**src/rtl/onu_sf_decoder.sv**
```systemverilog
module onu_sf_decoder #(
  parameter int SUBFRAMES = 65,
  parameter int TRAIN_LEN = 128,
  parameter int BURST_LEN = 260,
  parameter int STATUS_W  = 32
) (
  input  logic                clk,
  input  logic                rst_n,
  input  logic [7:0]          rx_byte,
  input  logic                rx_k,
  input  logic [7:0]          my_addr,
  input  logic [STATUS_W-1:0] status_word,
  output logic                trig_valid,
  output logic [7:0]          trig_byte,
  output logic                cmd_valid,
  output logic                cmd_bcast,
  output logic [15:0]         cmd_data,
  output logic                frame_err,
  output logic                laser_en,
  output logic                tx_bit
);
  localparam int SUB_W   = $clog2(SUBFRAMES + 1);
  localparam int BC_W    = $clog2(BURST_LEN);
  localparam int PAY_END = TRAIN_LEN + STATUS_W;

  logic                locked, pend, active;
  logic [1:0]          pos;
  logic [SUB_W-1:0]    sub;
  logic [7:0]          cmd_a;
  logic [BC_W-1:0]     bcnt;
  logic [STATUS_W-1:0] shreg;

  wire last_sub = (sub == SUB_W'(SUBFRAMES));
  wire in_train = int'(bcnt) < TRAIN_LEN;
  wire in_pay   = !in_train && int'(bcnt) < PAY_END;

  assign laser_en = active;
  assign tx_bit   = active && (in_train ? ~bcnt[0] : (in_pay && shreg[STATUS_W-1]));

  always_ff @(posedge clk) begin
    if (!rst_n) begin
      locked <= 1'b0; pend <= 1'b0; active <= 1'b0;
      pos <= '0; sub <= '0; cmd_a <= '0; bcnt <= '0; shreg <= '0;
      trig_valid <= 1'b0; trig_byte <= '0;
      cmd_valid <= 1'b0; cmd_bcast <= 1'b0; cmd_data <= '0;
      frame_err <= 1'b0;
    end else begin
      trig_valid <= 1'b0;
      cmd_valid  <= 1'b0;
      frame_err  <= 1'b0;
      if (active) begin
        if (bcnt == BC_W'(BURST_LEN - 1)) active <= 1'b0;
        else bcnt <= bcnt + BC_W'(1);
        if (in_pay) shreg <= {shreg[STATUS_W-2:0], 1'b0};
      end
      if (rx_k) begin
        frame_err <= locked;
        locked    <= 1'b1;
        sub       <= SUB_W'(1);
        pos       <= '0;
        if (pend) begin
          pend   <= 1'b0;
          active <= 1'b1;
          bcnt   <= '0;
          shreg  <= status_word;
        end
      end else if (locked) begin
        pos <= pos + 2'd1;
        case (pos)
          2'd0: begin
            trig_valid <= 1'b1;
            trig_byte  <= rx_byte;
          end
          2'd2: begin
            if (last_sub) begin
              locked <= 1'b0;
              if (rx_byte == my_addr) pend <= 1'b1;
            end else cmd_a <= rx_byte;
          end
          2'd3: begin
            cmd_valid <= !cmd_a[0] || (8'(sub) == my_addr);
            cmd_bcast <= !cmd_a[0];
            cmd_data  <= {cmd_a, rx_byte};
            sub       <= sub + SUB_W'(1);
          end
          default: ;
        endcase
      end
    end
  end

  a_r4_cmd_apart: assert property (@(posedge clk) disable iff (!rst_n)
    cmd_valid |-> !trig_valid);
  a_r5_err_from_comma: assert property (@(posedge clk) disable iff (!rst_n)
    frame_err |-> $past(rx_k));
  a_r6_burst_on_comma: assert property (@(posedge clk) disable iff (!rst_n)
    $rose(laser_en) |-> $past(rx_k));
  a_r6_window_bound: assert property (@(posedge clk) disable iff (!rst_n)
    laser_en |-> int'(bcnt) < BURST_LEN);
  a_r7_train_toggles: assert property (@(posedge clk) disable iff (!rst_n)
    (active && bcnt != '0 && in_train) |-> (tx_bit != $past(tx_bit)));
  a_r9_dark_quiet: assert property (@(posedge clk) disable iff (!rst_n)
    !laser_en |-> !tx_bit);
endmodule

```
**config.mk**
```make
export PLATFORM = sky130hd
export DESIGN_NAME = onu_sf_decoder
export DESIGN_NICKNAME = d
export VERILOG_FILES = /design/src/rtl/onu_sf_decoder.sv
export SDC_FILE = /design/constraint.sdc
export NUM_CORES = 1
export LEC_CHECK = 0
export ABC_AREA = 1
export BUFFER_PORTS_ARGS = -buffer_cell sky130_fd_sc_hd__buf_2
export CAP_MARGIN = 20
export CORE_ASPECT_RATIO = 0.5
export CORE_MARGIN = 3
export CORE_UTILIZATION = 55
export DETAILED_ROUTE_END_ITERATION = 12
export GPL_TIMING_DRIVEN = 0
export PLACE_DENSITY = 0.9
export RECOVER_POWER = 25
export SLEW_MARGIN = 20
export SYNTH_ARGS = -nofsm -noshare
export SYNTH_HDL_FRONTEND = slang
export SYNTH_SLANG_ARGS = --single-unit
```
**constraint.sdc**
```tcl
create_clock -name clk -period 1.41 [get_ports clk]
set_input_delay 0.423 -clock clk [delete_from_list [all_inputs] [get_ports clk]]
set_output_delay 0.423 -clock clk [all_outputs]
set_load 0.05 [all_outputs]
```
Yosys cells after proc, flatten, opt, wreduce, memory -nomap -nowiden:

Cells that the tools add are included.

* register bits: 89
* output and inout port bits: 30
* word-level logic and storage cells: 72

* add/sub/neg operators: 3
* $lt $le $gt $ge: 2
* eq/ne operators: 6
* mux-type cells: 21
* bitwise operators: 6
* reductions and logical operators: 19

Operators by type and width (count)
* 2-to-1 mux 32 bit: 4
* 2-to-1 mux 9 bit: 4
* < comparator 9 x 8 -> 1 bit, second input constant: 2
* 2-to-1 mux 1 bit: 13
* adder 9 x 1 -> 9 bit, second input constant: 1
* == test 9 bit, second input constant: 1
* == test 7 x 8 -> 1 bit: 1
* == test 8 bit: 1
* AND reduction 4 bit: 2
* adder 7 x 1 -> 7 bit, second input constant: 1
* == test 7 bit, second input constant: 1
* inverter 1 bit: 6
* AND reduction 2 bit: 3
* AND reduction 3 bit: 2
* == test 2 bit, second input constant: 2
* nonzero test 2 bit: 2
* OR reduction 4 bit: 1
* logical AND 1 bit: 3
* OR reduction 3 bit: 1
* adder 2 x 1 -> 2 bit, second input constant: 1
* logical NOT 1 bit: 2
* logical NOT 2 bit: 1
* OR reduction 2 bit: 1
* logical OR 1 bit: 1

Longest topological paths before layout:

Gate-level depths: netlist (run 1).

* depth after elaboration: 7
* mapped depth: 8

Worst setup path before layout (run 1):

No wires, ideal clock.

* path kind: flip-flop to output port
* start: reg active (netlist: laser_en)
* end: out tx_bit
* arrival time: 1.891 ns
* data required time: 0.987 ns
* setup slack: -0.904 ns
* stages on the path, launching flop included: 4
* cell sequence: dfxtp_1 clkbuf_1 o21ai_0 a21oi_1

* word-level cells in the longest chain between the ends: 1

Ends and longest elaborated chain
* start: declaration: RTL line 26 `logic locked, pend, active;`
* start signal: assignment: RTL line 42 `locked <= 1'b0; pend <= 1'b0; active <= 1'b0;`
* start signal: assignment: RTL line 52 `if (bcnt == BC_W'(BURST_LEN - 1)) active <= 1'b0;`
* start signal: assignment: RTL line 63 `active <= 1'b1;`
* logical AND 1 bit: RTL line 38 `assign tx_bit = active && (in_train ? ~bcnt[0] : (in_pay && shreg[STATUS_W-1]));`
* end: declaration: RTL line 20 `output logic tx_bit`

Every way passes these cells.

Worst setup path in the final report (run 1):

Same ends and word-level chain as after synthesis.

==> run_results.csv, run 1 <==
group,metric,value,unit
power,ir_drop,631,µV
timing,fin_hold_ws,308,ps
clock_network,cts_root_buf,"clkbuf_16",
clock_network,clk_latency,350,ps
clock_network,htree_levels,3,
floorplan,start_util,58.1,%
final_layout,synthToLayoutAreaGrowth,27.4,%
power,power.density,1090,nW/µm²
power,power_leakage,0.00228,µW
floorplan,rows,21,
route,antenna_left,0,
timing,report.final.slew_viol_count,0,
clock_network,cts_hold_buf,0,
global_routing,grt_pass1_wl,17.6,mm
route,num_vias,4145,
worst_setup_path,crit_path_end_kind,"output port",
worst_setup_path,arrival,1240,ps
final_layout,design_area,5050,µm²
timing,fmax,0.600,GHz
yosys,synth_fa_ha_area_share,1.89,%
placement,hpwl,7.32,mm
floorplan,die_width,126,µm
floorplan,die_h,66.1,µm
final_layout,drive_above_1_share,24.3,%
final_layout,final_common_cell,"dfxtp_1",
route,routedWlPerCell,14.5,µm
clock_network,clkSinkCount,89,
final_layout,final_nets,710,
floorplan,pin_count,81,
hold_path,worstHoldStart,"status_word[16]",
yosys,syn_nets,605,
worst_setup_path,crit_path_start,"laser_en",
final_layout,multi_input_area,1870,µm²
placement,gp_congestion,0.903,
yosys,synthXorXnorAreaFrac,0.221,%
timing,max_slew_margin,64.0,%
worst_setup_path,cp.required,990,ps
route,via_per_inst,5.53,
clock_network,cts_buffer_depth,2,
flow_run,drv_cap,0,
yosys,synth_edf_count,0,
yosys,synth_cells,548,
timing,rsz0062_at_grt,"yes",
placement,postPlaceCellArea,4530,µm²
yosys,synthTopCellsByArea,"dfxtp_1 (45%), o21ai_0 (7.9%), nand2_1 (6.7%), nor2_1 (6.7%), nand3_1 (6.6%)",
timing,final.period_utilization,118,%
floorplan,design.die.area,8330,µm²
hold_path,min_path_type,"in2reg",
yosys,yosysWarnings,0,
final_layout,final_cell_count_no_fill,750,
worst_setup_path,crit_path_start_kind,"flip-flop",
yosys,synth_area_per_cell,7.24,µm²
clock_network,clk_pin_slew_worst_paths,60,ps
worst_setup_path,crit_chain,"clkbuf_8, o21ai_4, a21oi_4, buf_6",
final_layout,post-route-util,74.0,%
worst_setup_path,reg2reg_from,"pos[0]",
worst_setup_path,crit_path_top_delay_cell,"dfxtp_4",
global_routing,gr-usage-all-layers,26.2,%
yosys,yosysTopAreaCell,"dfxtp_1",
timing,setup_tns,-419,ps
yosys,synth.mux.area_fraction,0,%
yosys,ys_seq_area_share,44.9,%
final_layout,antennaDiodeCount,0,
yosys,synthArstFlopShare,0,%
clock_network,cts_tree,"built",
timing,setup_viol,7,
final_layout,mostFrequentLayoutCells,"dfxtp_1 (81), buf_2 (78), nor2_1 (67), nand2_1 (67), o21ai_0 (61)",
yosys,synth_flop_cell,"dfxtp_1",
global_routing,grt.overflow.total,0,
route,initialDrtViolationCount,375,
route,drcViolationCount,0,
yosys,yosys.area_share.simple,23.5,%
global_routing,grt_pass1_vias,3859,
yosys,synth_area,3970,µm²
worst_setup_path,max_stage_delay,380,ps
yosys,ys_ff_latch,89,
route,drtPass1Iterations,5,
global_routing,grt_max_degree,15,
route,drt_wl_total,10.9,mm
yosys,synth_cell_types,25,
outcome,status,"finished, violations left",
timing,fin_crit,1670,ps
final_layout,fillCellCount,512,
final_layout,seqCellArea,1800,µm²
floorplan,core_area,6830,µm²
worst_setup_path,path_max_fanout,10,
outcome,violations,"negative setup slack",
placement,place_inst,720,
timing,worst_slew_pin_slew,540,ps
clock_network,cts_buffers,9,
yosys,synth_compound_area_share,19.4,%
worst_setup_path,critical_path_class,"reg2out",
timing,fin_worst_skew,7.43,ps
global_routing,antenna_found_initial,0,
yosys,synth_top_family_by_area,"simple AND/OR/NAND/NOR gates",
placement,port_buffers,80,
timing,hold_viol,0,
timing,layout_setup_ws,-255,ps
yosys,yosysTopAreaCellShare,44.9,%
[worst paths after layout]
check	to	cells after the start	slack (ps)
worst min-delay path	shreg[16]	3	310
worst max-delay path	tx_bit	4	-260
worst max register to register	cmd_data[8]	8	-70
worst min register to register	trig_byte[2]	2	440
[synthesized netlist by cell type, drive strengths merged (6+ instances only)]
cell type	count
a21oi	46
buf	17
clkbuf	7
dfxtp	89
ha	6
inv	64
nand2	73
nand3	52
nand4	11
nor2	74
o21ai	103
[flip-flops by register name, summed over array words and instances, names as in the netlist]
register / flops
cmd_bcast: 1
pos: 2
sub: 7
cmd_a: 8
trig_byte: 8
frame_err: 1
shreg: 32
bcnt: 9
pend: 1
cmd_valid: 1
laser_en: 1
trig_valid: 1
locked: 1
cmd_data: 16
[power by group]
group | internal (µW) | leakage, µW | switching (µW)
combinational | 128 | 0.00141 | 257
clock | 1560 | 0.000147 | 989
sequential | 2540 | 0.000723 | 19.6
[metrics by stage]
step | setup slack (ps) | total power [µW]
global placement | -131 | 2970
CTS | -264 | 5490
detailed placement | -151 | 2980
global route | -323 | 5650
finish | -255 | 5490
floorplan | -17.2 | 2820
[routing by layer]
layer	up-vias	routed length (µm)	part of all wire, %	GRT usage, %
met5	-	0	0	0
met3	23	902	8.3	8.39
met4	0	170	1.6	6.82
met1	1887	4680	43	32.4
li1	2023	-	-	-
met2	212	5140	47	44.8
[critical path: cells and delay by family, from the launching register on]
family | cells | cell delay, ps
AO/OA/AOI/OAI | 2 | 170
buffers and inverters | 2 | 340
flip-flops | 1 | 380
[layout make-up]
cell class                      instances  share of cell area, %
Tap cell                               92                   2.28
Clock buffer                           12                   4.68
Timing Repair Buffer                   94                   10.2
Inverter                               64                   4.90
Buffer                                 24                   3.79
Clock inverter                          4                   1.51
Sequential cell                        89                   35.6
Multi-Input combinational cell        371                   37.0
[cell families (layout without fill, tap and decap cells)]
logic type	after synthesis	after routing
compound gates	152	152
xor+xnor	1	1
fa+ha+maj	6	6
buf+inv	88	198
flops	89	89
simple gates	212	212
[what timing repair did]
item                       in CTS  in global routing
pin swaps                       4                  1
setup buffers                   8                  6
setup endpoints to repair      10                 41
gates resized for setup        17                 33
No activity file was read; power rests on OpenSTA's default activity.
==> run 2: changes to the inputs <==
==> constraint.sdc (replaced) <==
create_clock -name clk -period 1.41 [get_ports clk]
set_input_delay 0.423 -clock clk [delete_from_list [all_inputs] [get_ports clk]]
set_output_delay 0.423 -clock clk [all_outputs]
set_load 0.01 [all_outputs]
==> run 2 against run 1 <==
Against the previous run: the flow still finishes with violations (negative setup slack); combinational power shrank 15%; clock skew is essentially flat; sequential share of layout area shrank 1.7 points; fmax shrank 0.39%; hold slack gained 2.5 ps.
==> run_results.csv, run 2 (synthesis results as in run 1) <==
group,metric,value,unit
power,clockPowerShare,44.9,%
worst_setup_path,arrival,1910,ps
power,power_leakage,0.00232,µW
placement,gp_congestion,0.902,
clock_network,cts_buffer_depth,2,
global_routing,grt_pass1_wl,16.3,mm
worst_setup_path,crit_chain,"inv_4, nand4_4, buf_4, buf_6, nor2_4, clkinv_4, clkbuf_16, nor2_1, o21ai_1",
power,p_sw,1200,µW
placement,hpwl,7.23,mm
worst_setup_path,crit_path_end_kind,"flip-flop",
floorplan,core_area,6830,µm²
power,p_comb_share,6.2,%
clock_network,htree_levels,3,
worst_setup_path,path_max_fanout,8,
route,via_per_inst,5.56,
timing,rsz0062_at_grt,"yes",
final_layout,antennaDiodeCount,0,
worst_setup_path,max_stage_delay,350,ps
timing,fin_worst_skew,7.52,ps
timing,layout_setup_ws,-262,ps
worst_setup_path,critical_path_class,"reg2reg",
timing,setup_viol,45,
power,ir_drop,806,µV
final_layout,drive_above_1_share,28.8,%
floorplan,die_h,66.1,µm
floorplan,start_util,58.1,%
outcome,status,"finished, violations left",
global_routing,grt.overflow.total,0,
timing,max_slew_margin,66.1,%
route,antenna_left,0,
route,drcViolationCount,0,
timing,fin_crit,1670,ps
route,num_vias,4234,
timing,fin_hold_ws,310,ps
timing,final.period_utilization,119,%
route,initialDrtViolationCount,351,
final_layout,final_cell_count_no_fill,761,
power,internal_power,4030,µW
power,power.density,985,nW/µm²
worst_setup_path,crit_path_start_kind,"flip-flop",
placement,place_inst,720,
power,switching_share,22.9,%
floorplan,die_width,126,µm
worst_setup_path,cp.required,1640,ps
route,drtPass1Iterations,5,
global_routing,gr-usage-all-layers,24.4,%
final_layout,mostFrequentLayoutCells,"dfxtp_1 (80), buf_2 (75), nand2_1 (68)",
final_layout,largest_reg_flops,32,
power,p_seq_share,48.8,%
final_layout,synthToLayoutAreaGrowth,33.7,%
final_layout,final_nets,721,
clock_network,clk_pin_slew_worst_paths,70,ps
global_routing,grt_pass1_vias,3586,
clock_network,cts_tree,"built",
final_layout,top_register,"shreg",
timing,fmax,0.598,GHz
clock_network,clk_latency,350,ps
hold_path,min_path_type,"in2reg",
timing,hold_viol,0,
floorplan,pin_count,81,
clock_network,clkSinkCount,89,
global_routing,grt_max_degree,15,
route,drt_wl_total,11.9,mm
clock_network,cts_buffers,9,
worst_setup_path,crit_path_top_delay_cell,"dfxtp_4",
placement,pre_cts_slack,-120,ps
global_routing,antenna_found_initial,0,
outcome,violations,"negative setup slack",
clock_network,cts_root_buf,"clkbuf_16",
final_layout,final_common_cell,"dfxtp_1",
timing,report.final.slew_viol_count,0,
final_layout,top_regs,"shreg: 32 flops, cmd_data: 16 flops, bcnt: 9 flops",
timing,worst_slew_pin_slew,509,ps
floorplan,design.die.area,8330,µm²
placement,port_buffers,80,
floorplan,rows,21,
flow_run,drv_cap,0,
route,routedWlPerCell,15.7,µm
## run 2: per-stage QoR
stage          instance area [µm²]  power (µW)  utilization (%)  setup TNS [ps]
2_1_floorplan                 3970        2770                -               0
3_3_place_gp                  4480        2920             65.6           -2170
3_5_place_dp                  4480        2930             65.6           -3500
4_1_cts                       4870        5220             71.2            -231
5_1_grt                       5310        5390             77.7          -11450
6_report                      5310        5230             77.7           -6280
## run 2: repair_timing
action / in CTS / in global routing
pin swaps: 3 / 15
hold buffers: 0 / 0
gates resized for setup: 20 / 88
buffers inserted: 6 / 13
endpoints found under the setup margin: 11 / 44
gates cloned: 0 / 6
## run 2: critical path: cells and delay by family (launching register included)
| kind | cells | cell delay (ps) |
|---|---|---|
| compound gates | 1 | 100 |
| buf+inv | 5 | 690 |
| flops | 1 | 350 |
| simple gates | 3 | 420 |
## run 2: power by group through the flow
stage	Combinational [µW]	Clock, µW	Sequential, µW
2_1_floorplan	148	0	2620
3_3_place_gp	305	0	2610
3_5_place_dp	312	0	2610
4_1_cts	315	2350	2550
5_1_grt	360	2480	2550
6_report	326	2350	2550
## run 2: path summary, 6_finish.rpt
check / to / slack (ps) / cells past startpoint / start
worst max-delay path: shreg[19] / -260 / 9 / bcnt[6]
worst min-delay path: shreg[16] / 310 / 3 / status_word[16]
worst min register to register: trig_byte[7] / 440 / 2 / trig_byte[7]
worst max register to register: shreg[19] / -260 / 9 / bcnt[6]
## run 2: final cells by class
type | instances | area, µm²
Buffer | 24 | 204
Clock buffer | 11 | 233
Clock inverter | 5 | 56.3
Fill cell | 508 | 1530
Inverter | 64 | 250
Multi-Input combinational cell | 372 | 2020
Sequential cell | 89 | 1800
Tap cell | 92 | 115
Timing Repair Buffer | 104 | 629
## run 2: layer usage
layer	up-vias	global-route usage [%]	share of wire [%]
li1	2047	-	-
met1	1959	30.2	42
met2	189	40.9	49
met3	39	6.45	6.7
met4	0	9.89	2.9
met5	-	0	0
==> run 3: changes to the inputs <==
SKIP_CTS_REPAIR_TIMING = 1   (was default)
clock period = 2.1 ns   (was 1.41 ns; I/O delays follow)
==> run 3 against run 2 <==
Against the previous run: the run now ends clean; sequential power shrank 33%; register-to-register slack better by 570 ps; core utilization is 8.5 points lower; critical path type is now reg2out; non-clock buffer count shrank 24; cell area fell by 11%; power decreased by 35%; critical endpoint is now tx_bit; largest cell class is now flip-flops and latches; highest routed layer unchanged; first-iteration DRC count decreased by 3.4%; largest power group unchanged.
==> run_results.csv, run 3 (synthesis results as in run 1) <==
group,metric,value,unit
outcome,status,"finished clean",
final_layout,final_nets,696,
global_routing,grt_max_degree,14,
clock_network,htree_levels,3,
placement,port_buffers,80,
route,num_vias,3881,
route,via_per_inst,5.29,
clock_network,clk_latency,340,ps
worst_setup_path,critical_path_class,"reg2out",
global_routing,antenna_found_initial,0,
placement,postPlaceCellArea,4480,µm²
final_layout,synthToLayoutAreaGrowth,19.1,%
route,routedWlPerCell,13.3,µm
timing,max_slew_margin,62.5,%
floorplan,pin_count,81,
clock_network,cts_buffer_depth,2,
clock_network,cts_buffers,9,
power,power_leakage,0.00216,µW
placement,place_inst,720,
timing,final.period_utilization,91.6,%
final_layout,largest_reg_flops,32,
floorplan,rows,21,
final_layout,top_regs,"shreg: 32 flops, cmd_data: 16 flops, bcnt: 9 flops",
final_layout,fillCellCount,600,
worst_setup_path,r2r_setup_slack,310,ps
worst_setup_path,crit_path_start_kind,"flip-flop",
floorplan,die_width,126,µm
worst_setup_path,crit_path_end_kind,"output port",
placement,pre_cts_slack,269,ps
worst_setup_path,path_max_fanout,10,
power,power.density,723,nW/µm²
floorplan,design.die.area,8330,µm²
clock_network,cts_tree,"built",
timing,hold_viol,0,
global_routing,grt_pass1_vias,3575,
final_layout,final_cell_count_no_fill,734,
clock_network,clkSinkCount,89,
final_layout,antennaDiodeCount,0,
hold_path,min_path_type,"reg2reg",
flow_run,drv_cap,0,
route,drt_wl_total,9.75,mm
worst_setup_path,cp.required,1470,ps
route,antenna_left,0,
final_layout,top_register,"shreg",
placement,gp_congestion,0.896,
worst_setup_path,arrival,1290,ps
floorplan,core_area,6830,µm²
route,drtPass1Iterations,5,
global_routing,gr-usage-all-layers,24.6,%
final_layout,final_common_cell,"dfxtp_1",
clock_network,clk_pin_slew_worst_paths,60,ps
timing,fin_crit,1920,ps
global_routing,grt.overflow.total,0,
clock_network,cts_root_buf,"clkbuf_16",
floorplan,die_h,66.1,µm
timing,worst_slew_pin_slew,560,ps
placement,hpwl,7.20,mm
route,drcViolationCount,0,
timing,setup_viol,0,
final_layout,design_area,4730,µm²
final_layout,drive_above_1_share,17.9,%
timing,fin_worst_skew,4.59,ps
floorplan,start_util,58.1,%
timing,report.final.slew_viol_count,0,
timing,rsz0062_at_grt,"no",
timing,layout_setup_ws,177,ps
timing,fmax,0.520,GHz
power,ir_drop,458,µV
timing,fin_hold_ws,444,ps
route,initialDrtViolationCount,339,
global_routing,grt_pass1_wl,16.5,mm
final_layout,mostFrequentLayoutCells,"dfxtp_1 (87), buf_2 (84), nor2_1 (73)",
==> run 3: cell types whose count changed in the layout (fill, tap and decap cells not counted), sizes merged <==
cell and delta:
buf -14, clkbuf -9, clkinv -4, bufinv -1, clkinvlp +1, inv +1, nand2 -1
==> run 3: power by group <==
group | internal, µW | total, µW | switching, µW
Combinational | 81.7 | 210 | 128
Clock | 853 | 1490 | 637
Sequential | 1710 | 1720 | 12.1
==> run 3: cell type report <==
cell class	count	area (µm²)	area share (%)
clock inverter	2	15.0	0.318
sequential	89	1780	37.8
inverter	64	240	5.08
timing repair buffer	80	398	8.42
tap	92	115	2.44
clock buffer	12	256	5.43
multi-input combinational	371	1760	37.2
buffer	24	158	3.34
==> run 3: worst paths after layout <==
path | depth (start not counted) | start | endpoint
setup reg to reg | 6 | pos[0] | cmd_data[0]
hold / removal | 2 | trig_byte[6] | trig_byte[6]
hold reg to reg | 2 | trig_byte[6] | trig_byte[6]
setup / recovery | 4 | laser_en | tx_bit
==> run 3: layer usage <==
layer | global-route usage [%] | vias to the layer above | routed length [µm]
met2 | 40.5 | 121 | 4460
met5 | 0 | - | 0
met3 | 6.45 | 15 | 697
met1 | 31.4 | 1757 | 4430
li1 | - | 1988 | -
met4 | 9.09 | 0 | 162
==> run 3: critical path, cell delays in order (launching register included) <==
cell	delay (ps)
dfxtp_2	380
clkbuf_4	210
o21ai_0	100
a21oi_1	120
buf_2	140
==> run 3: metrics by stage <==
stage / power (µW) / TNS (ps) / util [%]
after floorplan: 1860 / 0 / -
after global placement: 1960 / 0 / 65.6
after detailed placement: 1960 / 0 / 65.6
after CTS: 3430 / -99.4 / 69.6
after global routing: 3520 / 0 / 69.2
final: 3420 / 0 / 69.2
